`src/rtl/wdt_pkg.sv`:
```
package wdt_pkg;
    typedef enum logic [2:0] {
        ST_STOP,
        ST_STOP_ARM,
        ST_RUN,
        ST_RUN_ARM,
        ST_LOCK
    } wdt_state_e;

    localparam int ADDR_W        = 2;
    localparam int DATA_W        = 8;
    localparam logic [ADDR_W-1:0] ADR_CMD  = 2'd0;
    localparam logic [ADDR_W-1:0] ADR_SEL  = 2'd1;
    localparam logic [ADDR_W-1:0] ADR_MODE = 2'd2;
    localparam int MODE_RUN_BIT  = 0;
    localparam int MODE_LOCK_BIT = 1;
endpackage

```
`src/rtl/wdt_ctrl_fsm.sv`:
```
module wdt_ctrl_fsm
    import wdt_pkg::*;
(
    input  logic              clk,
    input  logic              sys_rst_n,
    input  logic              wdt_rst_n,
    input  logic              wr_en,
    input  logic [ADDR_W-1:0] wr_addr,
    input  logic              wr_run,
    output logic              sel_load,
    output logic              run_o,
    output logic              locked_o
);
    wdt_state_e state_q, state_nx;
    logic wr_cmd, wr_sel, wr_mode, running;

    assign wr_cmd  = wr_en && (wr_addr == ADR_CMD);
    assign wr_sel  = wr_en && (wr_addr == ADR_SEL);
    assign wr_mode = wr_en && (wr_addr == ADR_MODE);
    assign running = (state_q == ST_RUN) || (state_q == ST_RUN_ARM) || (state_q == ST_LOCK);

    // state register: watchdog reset stops, system reset keeps run state
    always_ff @(posedge clk) begin
        if (!wdt_rst_n)
            state_q <= ST_STOP;
        else if (!sys_rst_n)
            state_q <= running ? ST_RUN : ST_STOP;
        else
            state_q <= state_nx;
    end

    always_comb begin
        state_nx = state_q;
        unique case (state_q)
            ST_STOP: begin
                if (wr_cmd)                 state_nx = ST_STOP_ARM;
                else if (wr_mode && wr_run) state_nx = ST_RUN;
            end
            ST_STOP_ARM: begin
                if (wr_cmd)                 state_nx = ST_STOP_ARM;
                else if (wr_mode && wr_run) state_nx = ST_RUN;
                else                        state_nx = ST_STOP;
            end
            ST_RUN: begin
                if (wr_cmd)                 state_nx = ST_RUN_ARM;
            end
            ST_RUN_ARM: begin
                if (wr_sel)                 state_nx = ST_LOCK;
                else if (wr_cmd)            state_nx = ST_RUN_ARM;
                else                        state_nx = ST_RUN;
            end
            ST_LOCK:                        state_nx = ST_LOCK;
            default:                        state_nx = ST_STOP;
        endcase
    end

    // outputs
    always_comb begin
        sel_load = 1'b0;
        run_o    = 1'b0;
        locked_o = 1'b0;
        unique case (state_q)
            ST_STOP:     ;
            ST_STOP_ARM: sel_load = wr_sel;
            ST_RUN:      run_o = 1'b1;
            ST_RUN_ARM: begin
                run_o    = 1'b1;
                sel_load = wr_sel;
            end
            ST_LOCK: begin
                run_o    = 1'b1;
                locked_o = 1'b1;
            end
            default: ;
        endcase
    end

    // software cannot stop a running timer
    a_r8_run_sticky: assert property (@(posedge clk) disable iff (!sys_rst_n || !wdt_rst_n)
        run_o |=> run_o);
    // lock persists until a reset
    a_r7_lock_holds: assert property (@(posedge clk) disable iff (!sys_rst_n || !wdt_rst_n)
        locked_o |=> (locked_o && !sel_load));
endmodule

```
`src/rtl/wdt_interval_reg.sv`:
```
module wdt_interval_reg #(
    parameter int SEL_W = 3
) (
    input  logic             clk,
    input  logic             sys_rst_n,
    input  logic             wdt_rst_n,
    input  logic             load,
    input  logic [SEL_W-1:0] din,
    output logic [SEL_W-1:0] sel
);
    always_ff @(posedge clk) begin
        if (!sys_rst_n || !wdt_rst_n)
            sel <= '1;
        else if (load)
            sel <= din;
    end

    // the value moves only on an accepted load
    a_r5_sel_needs_load: assert property (@(posedge clk) disable iff (!sys_rst_n || !wdt_rst_n)
        !load |=> $stable(sel));
endmodule

```
`src/rtl/wdt_counter.sv`:
```
module wdt_counter #(
    parameter int BASE_EXP = 13,
    parameter int SEL_W    = 3,
    parameter int CNT_W    = BASE_EXP + (1 << SEL_W) - 1
) (
    input  logic             clk,
    input  logic             sys_rst_n,
    input  logic             wdt_rst_n,
    input  logic             run,
    input  logic             tick_en,
    input  logic             clr,
    input  logic [SEL_W-1:0] sel,
    output logic             req
);
    localparam int SH_W = $clog2(CNT_W + 1);

    logic [CNT_W-1:0] cnt_q;
    logic [CNT_W-1:0] limit;
    logic [SH_W-1:0]  shamt;

    // last count value before wrap: 2^(BASE_EXP+sel) - 1
    assign shamt = SH_W'(BASE_EXP) + SH_W'(sel);
    assign limit = (CNT_W'(1) << shamt) - CNT_W'(1);

    always_ff @(posedge clk) begin
        if (!sys_rst_n || !wdt_rst_n) begin
            cnt_q <= '0;
            req   <= 1'b0;
        end else begin
            req <= 1'b0;
            if (clr) begin
                cnt_q <= '0;
            end else if (run && tick_en) begin
                if (cnt_q == limit) begin
                    cnt_q <= '0;
                    req   <= 1'b1;
                end else begin
                    cnt_q <= cnt_q + CNT_W'(1);
                end
            end
        end
    end

    // no advance without a tick
    a_r1_no_tick_hold: assert property (@(posedge clk) disable iff (!sys_rst_n || !wdt_rst_n)
        (!(run && tick_en) && !clr) |=> $stable(cnt_q));
    // clearing write wins over overflow
    a_r6_clear_wins: assert property (@(posedge clk) disable iff (!sys_rst_n || !wdt_rst_n)
        clr |=> (cnt_q == '0 && !req));
    // request is a single-cycle pulse
    a_r9_req_pulse: assert property (@(posedge clk) disable iff (!sys_rst_n || !wdt_rst_n)
        req |=> !req);
endmodule

```
`src/rtl/wdt_interval_timer.sv`:
```
module wdt_interval_timer
    import wdt_pkg::*;
#(
    parameter int BASE_EXP = 13,
    parameter int SEL_W    = 3
) (
    input  logic              clk,
    input  logic              sys_rst_n,
    input  logic              wdt_rst_n,
    input  logic              tick_en,
    input  logic              wr_en,
    input  logic [ADDR_W-1:0] wr_addr,
    input  logic [DATA_W-1:0] wr_data,
    input  logic [ADDR_W-1:0] rd_addr,
    output logic [DATA_W-1:0] rd_data,
    output logic              wdt_reset_req
);
    localparam int CNT_W = BASE_EXP + (1 << SEL_W) - 1;

    logic             sel_load, run, locked;
    logic [SEL_W-1:0] sel;
    logic             unused_wr_bits;

    assign unused_wr_bits = ^wr_data[DATA_W-1:SEL_W];

    wdt_ctrl_fsm u_ctrl (
        .clk       (clk),
        .sys_rst_n (sys_rst_n),
        .wdt_rst_n (wdt_rst_n),
        .wr_en     (wr_en),
        .wr_addr   (wr_addr),
        .wr_run    (wr_data[MODE_RUN_BIT]),
        .sel_load  (sel_load),
        .run_o     (run),
        .locked_o  (locked)
    );

    wdt_interval_reg #(.SEL_W(SEL_W)) u_sel (
        .clk       (clk),
        .sys_rst_n (sys_rst_n),
        .wdt_rst_n (wdt_rst_n),
        .load      (sel_load),
        .din       (wr_data[SEL_W-1:0]),
        .sel       (sel)
    );

    wdt_counter #(.BASE_EXP(BASE_EXP), .SEL_W(SEL_W), .CNT_W(CNT_W)) u_cnt (
        .clk       (clk),
        .sys_rst_n (sys_rst_n),
        .wdt_rst_n (wdt_rst_n),
        .run       (run),
        .tick_en   (tick_en),
        .clr       (sel_load),
        .sel       (sel),
        .req       (wdt_reset_req)
    );

    // read map
    always_comb begin
        rd_data = '0;
        case (rd_addr)
            ADR_SEL:  rd_data[SEL_W-1:0] = sel;
            ADR_MODE: begin
                rd_data[MODE_RUN_BIT]  = run;
                rd_data[MODE_LOCK_BIT] = locked;
            end
            default: ;
        endcase
    end
endmodule

```
`config.mk`:
```
export PLATFORM = sky130hd
export DESIGN_NAME = wdt_interval_timer
export DESIGN_NICKNAME = d
export VERILOG_FILES = /design/src/rtl/wdt_pkg.sv /design/src/rtl/wdt_ctrl_fsm.sv /design/src/rtl/wdt_interval_reg.sv /design/src/rtl/wdt_counter.sv /design/src/rtl/wdt_interval_timer.sv
export SDC_FILE = /design/constraint.sdc
export NUM_CORES = 1
export LEC_CHECK = 0
export CORE_UTILIZATION = 56
export CTS_BUF_LIST = sky130_fd_sc_hd__clkbuf_16
export DETAILED_ROUTE_END_ITERATION = 16
export GPL_TIMING_DRIVEN = 1
export MAX_ROUTING_LAYER = met4
export PLACE_DENSITY = 0.8
export RECOVER_POWER = 50
export SYNTH_ARGS = -nofsm -noshare
export SYNTH_HDL_FRONTEND = slang
export SYNTH_SLANG_ARGS = --single-unit
```
`constraint.sdc`:
```
create_clock -name clk -period 4.4 [get_ports clk]
set_clock_uncertainty 0.15 [all_clocks]
set_input_delay 0.88 -clock clk [delete_from_list [all_inputs] [get_ports clk]]
set_output_delay 0.88 -clock clk [all_outputs]
set_load 0.005 [all_outputs]
```
==> results.env <==
STATUS='finished, final reports clean'
SYNTHESIS.INSTANCES=283
TIGHTEST_SLEW_NS=0.4920
NUMCTSBUFFERS=3
P_COMB_FRAC=0.073
YS_SEQ_ELEMENTS=27
CP-STARTPOINT='u_sel.sel[1]'
CTS-ROOT-TO-SINK-BUFFERS=2
DRT_ITER0_MARKERS=158
HPWL_MM=3.420
ANTENNA-DIODE-COUNT=0
PLACE.PORT_BUFFERS=15
TIGHTEST_SLEW_MARGIN_RELATIVE_TO_THE_LIMIT=0.6676
SYN2LAYOUT_AREA_GROWTH_PCT=10.04
FINAL_WORST_PATH_PERIOD_NEED_NS=3.979
POWER.SEQUENTIAL.FRACTION=0.505
MAX_CLOCK_FREQ_MHz=251.3
TIMING.CRITICAL_PATH.REQUIRED_NS=4.39
PERIOD_SHARE=0.9042
DIE_OUTLINE_AREA_UM2=4102
REG2REG_SETUP_SLACK_NS=0.42
STD_CELL_ROWS=22
LARGEST_NET_DEGREE_AT_THE_START_OF_GLOBAL_ROUTING=25
WORSTSETUPSTARTPOINTTYPE='register'
MIN-DELAY-PATH-CLASS='register to register'
HEIGHT_OF_THE_DIE_UM=64.05
POST_SYNTH_INSTANCE_AREA_UM2=2156
INSERTION_DELAY_NS=0.26
INITIAL_UTILIZATION=0.5845
NUM_VIAS=2000
DRIVE_GT1_FRAC=0.06552
ROUTE.DETAILED.WL_PER_INST_UM=14.03
CRIT_PATH_MAX_FANOUT=12
SYN-MEAN-INSTANCE-AREA_UM2=7.618
CRITICAL_PATH.ENDPOINT_TYPE='register'
DIE_WIDTH_UM=64.05
ANT_NETS=0
P_LEAK_uW=0.0008165
DETAILEDROUTE.FIRSTPASSITERATIONCOUNT=4
SETUP_VIOL=0
SYNTH_SEQ_AREA_SHARE=0.2507
FINAL.FILL_COUNT=324
POWERDENSITY_nW_PER_UM2=206.0
LAYOUT.CORE_UTILIZATION=0.6431
SYNTHESIS.YOSYS.WARNINGS=0
FIRST_GLOBAL_VIAS=1802
SWITCHING_SHARE=0.2113
GRT.TOTAL_USAGE=0.2604
GLOBALPLACE.CONGESTION=0.9637
POWER_REPORT.INTERNAL_TOTAL_uW=385.4
CLKSINKCOUNT=27
MAX-CAP-VIOLATIONS=0
NETLIST-CELL-TYPE-COUNT=56
CLKTRANSATPATHREGS_NS=0.07
GRT_PASS1_WL_MM=8.349
DRCVIOLATIONCOUNT=0
POWER_SWITCHING_uW=103.3
TIMING.SETUP.TNS_NS=0
FINAL_HOLD_VIOL_COUNT=0
FIN_NETS=313
VIAS_PER_CELL=5.917
SETUP_REPAIR_AFTER_GLOBAL_ROUTING_MISSED_ITS_MARGIN='false'
CTS.REPAIR.RESIZED=0
HOLD-PATH-CELL-COUNT=1
GRT_REMAINING_OVERFLOW=0
SYNTH_ENABLE_FLOP_CELLS=0
POSTCTSHOLDBUFS=0
ANTENNA_FOUND_INITIAL=0
SYNTH-ASYNC-RESET-RATIO=0
VDD_IR_DROP_MAX_V=0.0001923
TIMING.CRITICAL_PATH.ARRIVAL_NS=3.97
CLK_TREE_ROOT_CELL='clkbuf_16'
ROUTED_WL_MM=4.742
CLOCK_TREE.HTREE_LEVEL_COUNT=1
FINALMAXSLEWVIOLATIONS=0
SYNTH_FLOP_CELL='dfxtp_1'
P_CLK_FRAC=0.422
BOUNDARYPINS=26
MIN_FROM='u_ctrl.state_q[2]'
R2R_START='u_sel.sel[1]'
RR_WORST_DEPTH=12
TIMING_WORST_SETUP_PATH_TYPE='register to register'
FLOORPLAN.CORE_AREA_UM2=3689
TRITONCTS='yes'
CTS_POST_SETUP_BUFFERS_INSERTED=0
## through the flow
stage	area (um2)	power (uW)	std cells	hold slack [ns]	setup WS, ns
2_1_floorplan	2171	274.7	287	0.3319	0.8512
3_3_place_gp	2297	288.4	334	0.3751	0.5677
3_5_place_dp	2297	289.1	334	0.3894	0.4951
4_1_cts	2376	488.4	338	0.3952	0.4935
5_1_grt	2372	502.1	338	0.4357	0.1235
6_report	2372	488.7	338	0.3906	0.4214
## path summary, 6_finish.rpt
| kind | endpoint |
|---|---|
| min | u_ctrl.state_q[0] |
| min reg2reg | u_ctrl.state_q[0] |
| max reg2reg | u_cnt.cnt_q[15] |
| max | u_cnt.cnt_q[15] |
## registers in the layout, summed over array words and instances (netlist names)
name / flops
u_cnt.cnt_q: 20
u_sel.sel: 3
u_cnt.req: 1
u_ctrl.state_q: 3
## routing by layer
| metal | global-route usage | share of wire | up-vias |
|---|---|---|---|
| met5 | - | 0 | - |
| met4 | 0.05966 | 0.0095 | 0 |
| met3 | 0.02857 | 0.043 | 5 |
| met2 | 0.3936 | 0.45 | 38 |
| met1 | 0.3702 | 0.50 | 937 |
| li1 | - | - | 1020 |
## layout make-up
type	instances	area, um2	area share
Multi-Input combinational cell	223	1438	0.6060
Tap cell	48	60.06	0.02532
Clock inverter	1	3.754	0.001582
Timing Repair Buffer	23	206.4	0.08703
Sequential cell	27	540.5	0.2278
Clock buffer	3	75.07	0.03165
Inverter	13	48.80	0.02057
## critical path: stages (launching register included)
cell and delay, ns:
dfxtp_1 0.32, and2_0 0.26, inv_1 0.10, ha_1 0.37, nand4_1 0.14, ha_1 0.35, or3b_2 0.52, o31ai_1 0.31
nand3_1 0.12, a311oi_1 0.47, and4_1 0.43, buf_4 0.24, nor3_1 0.07
## logic make-up after synthesis
| logic type | synth area share |
|---|---|
| compound gates | 0.1706 |
| mux | 0.009866 |
| flops | 0.2507 |
| buf+inv | 0.08938 |
| xor+xnor | 0.1259 |
| fa+ha+maj | 0.02902 |
| other cells | 0.001739 |
| simple gates | 0.3227 |
## Yosys cell counts (all sizes together) (2+ instances only)
| master | count | area (um2) |
|---|---|---|
| and4 | 2 | 17.52 |
| o21ai | 11 | 55.05 |
| nand3 | 20 | 100.1 |
| and3 | 7 | 43.79 |
| o2111ai | 2 | 17.52 |
| nand3b | 3 | 22.52 |
| or2 | 3 | 18.77 |
| o21bai | 2 | 15.01 |
| nor4 | 2 | 18.77 |
| nand4 | 8 | 50.05 |
| inv | 13 | 48.80 |
| o21a | 3 | 22.52 |
| nor3 | 22 | 115.1 |
| nor3b | 3 | 27.52 |
| o31ai | 4 | 30.03 |
| ha | 5 | 62.56 |
| a221oi | 2 | 17.52 |
| dfxtp | 27 | 540.5 |
| buf | 17 | 117.6 |
| a21o | 2 | 15.01 |
| and2 | 2 | 12.51 |
| nor2 | 17 | 63.81 |
| nand2b | 3 | 18.77 |
| clkbuf | 7 | 26.28 |
| nor2b | 8 | 50.05 |
| a22o | 2 | 17.52 |
| a21oi | 9 | 45.04 |
| a31oi | 3 | 18.77 |
| a22oi | 2 | 15.01 |
| nand2 | 19 | 71.32 |
| xnor2 | 21 | 183.9 |
| o211ai | 2 | 15.01 |
| or4b | 2 | 20.02 |
| a311oi | 2 | 17.52 |
| xor2 | 10 | 87.58 |
## power by group through the flow
stage               Clock [uW]  Combinational (uW)  Sequential (uW)
floorplan                    0                22.5              252
global placement             0                35.9              253
detailed placement           0                36.4              253
CTS                        205                36.6              247
global route               215                40.4              247
finish                     206                35.5              247
## cells in the final DEF, fill, tap and decap left out, types with 4 or more instances in the layout
master and instances:
clkdlybuf4s50_1 9, o31ai_1 4, buf_4 7, inv_1 14, nand4_1 8, nor2b_1 8, nand2_1 19, dlygate4sd3_1 6
nor3_1 21, conb_1 5, and3_1 7, dfxtp_1 27, ha_1 5, xnor2_1 21, a21oi_1 9, nor2_1 17
nand3_1 20, xor2_1 10, o21ai_0 11
Note: power is estimated with default switching activity, not from simulation.
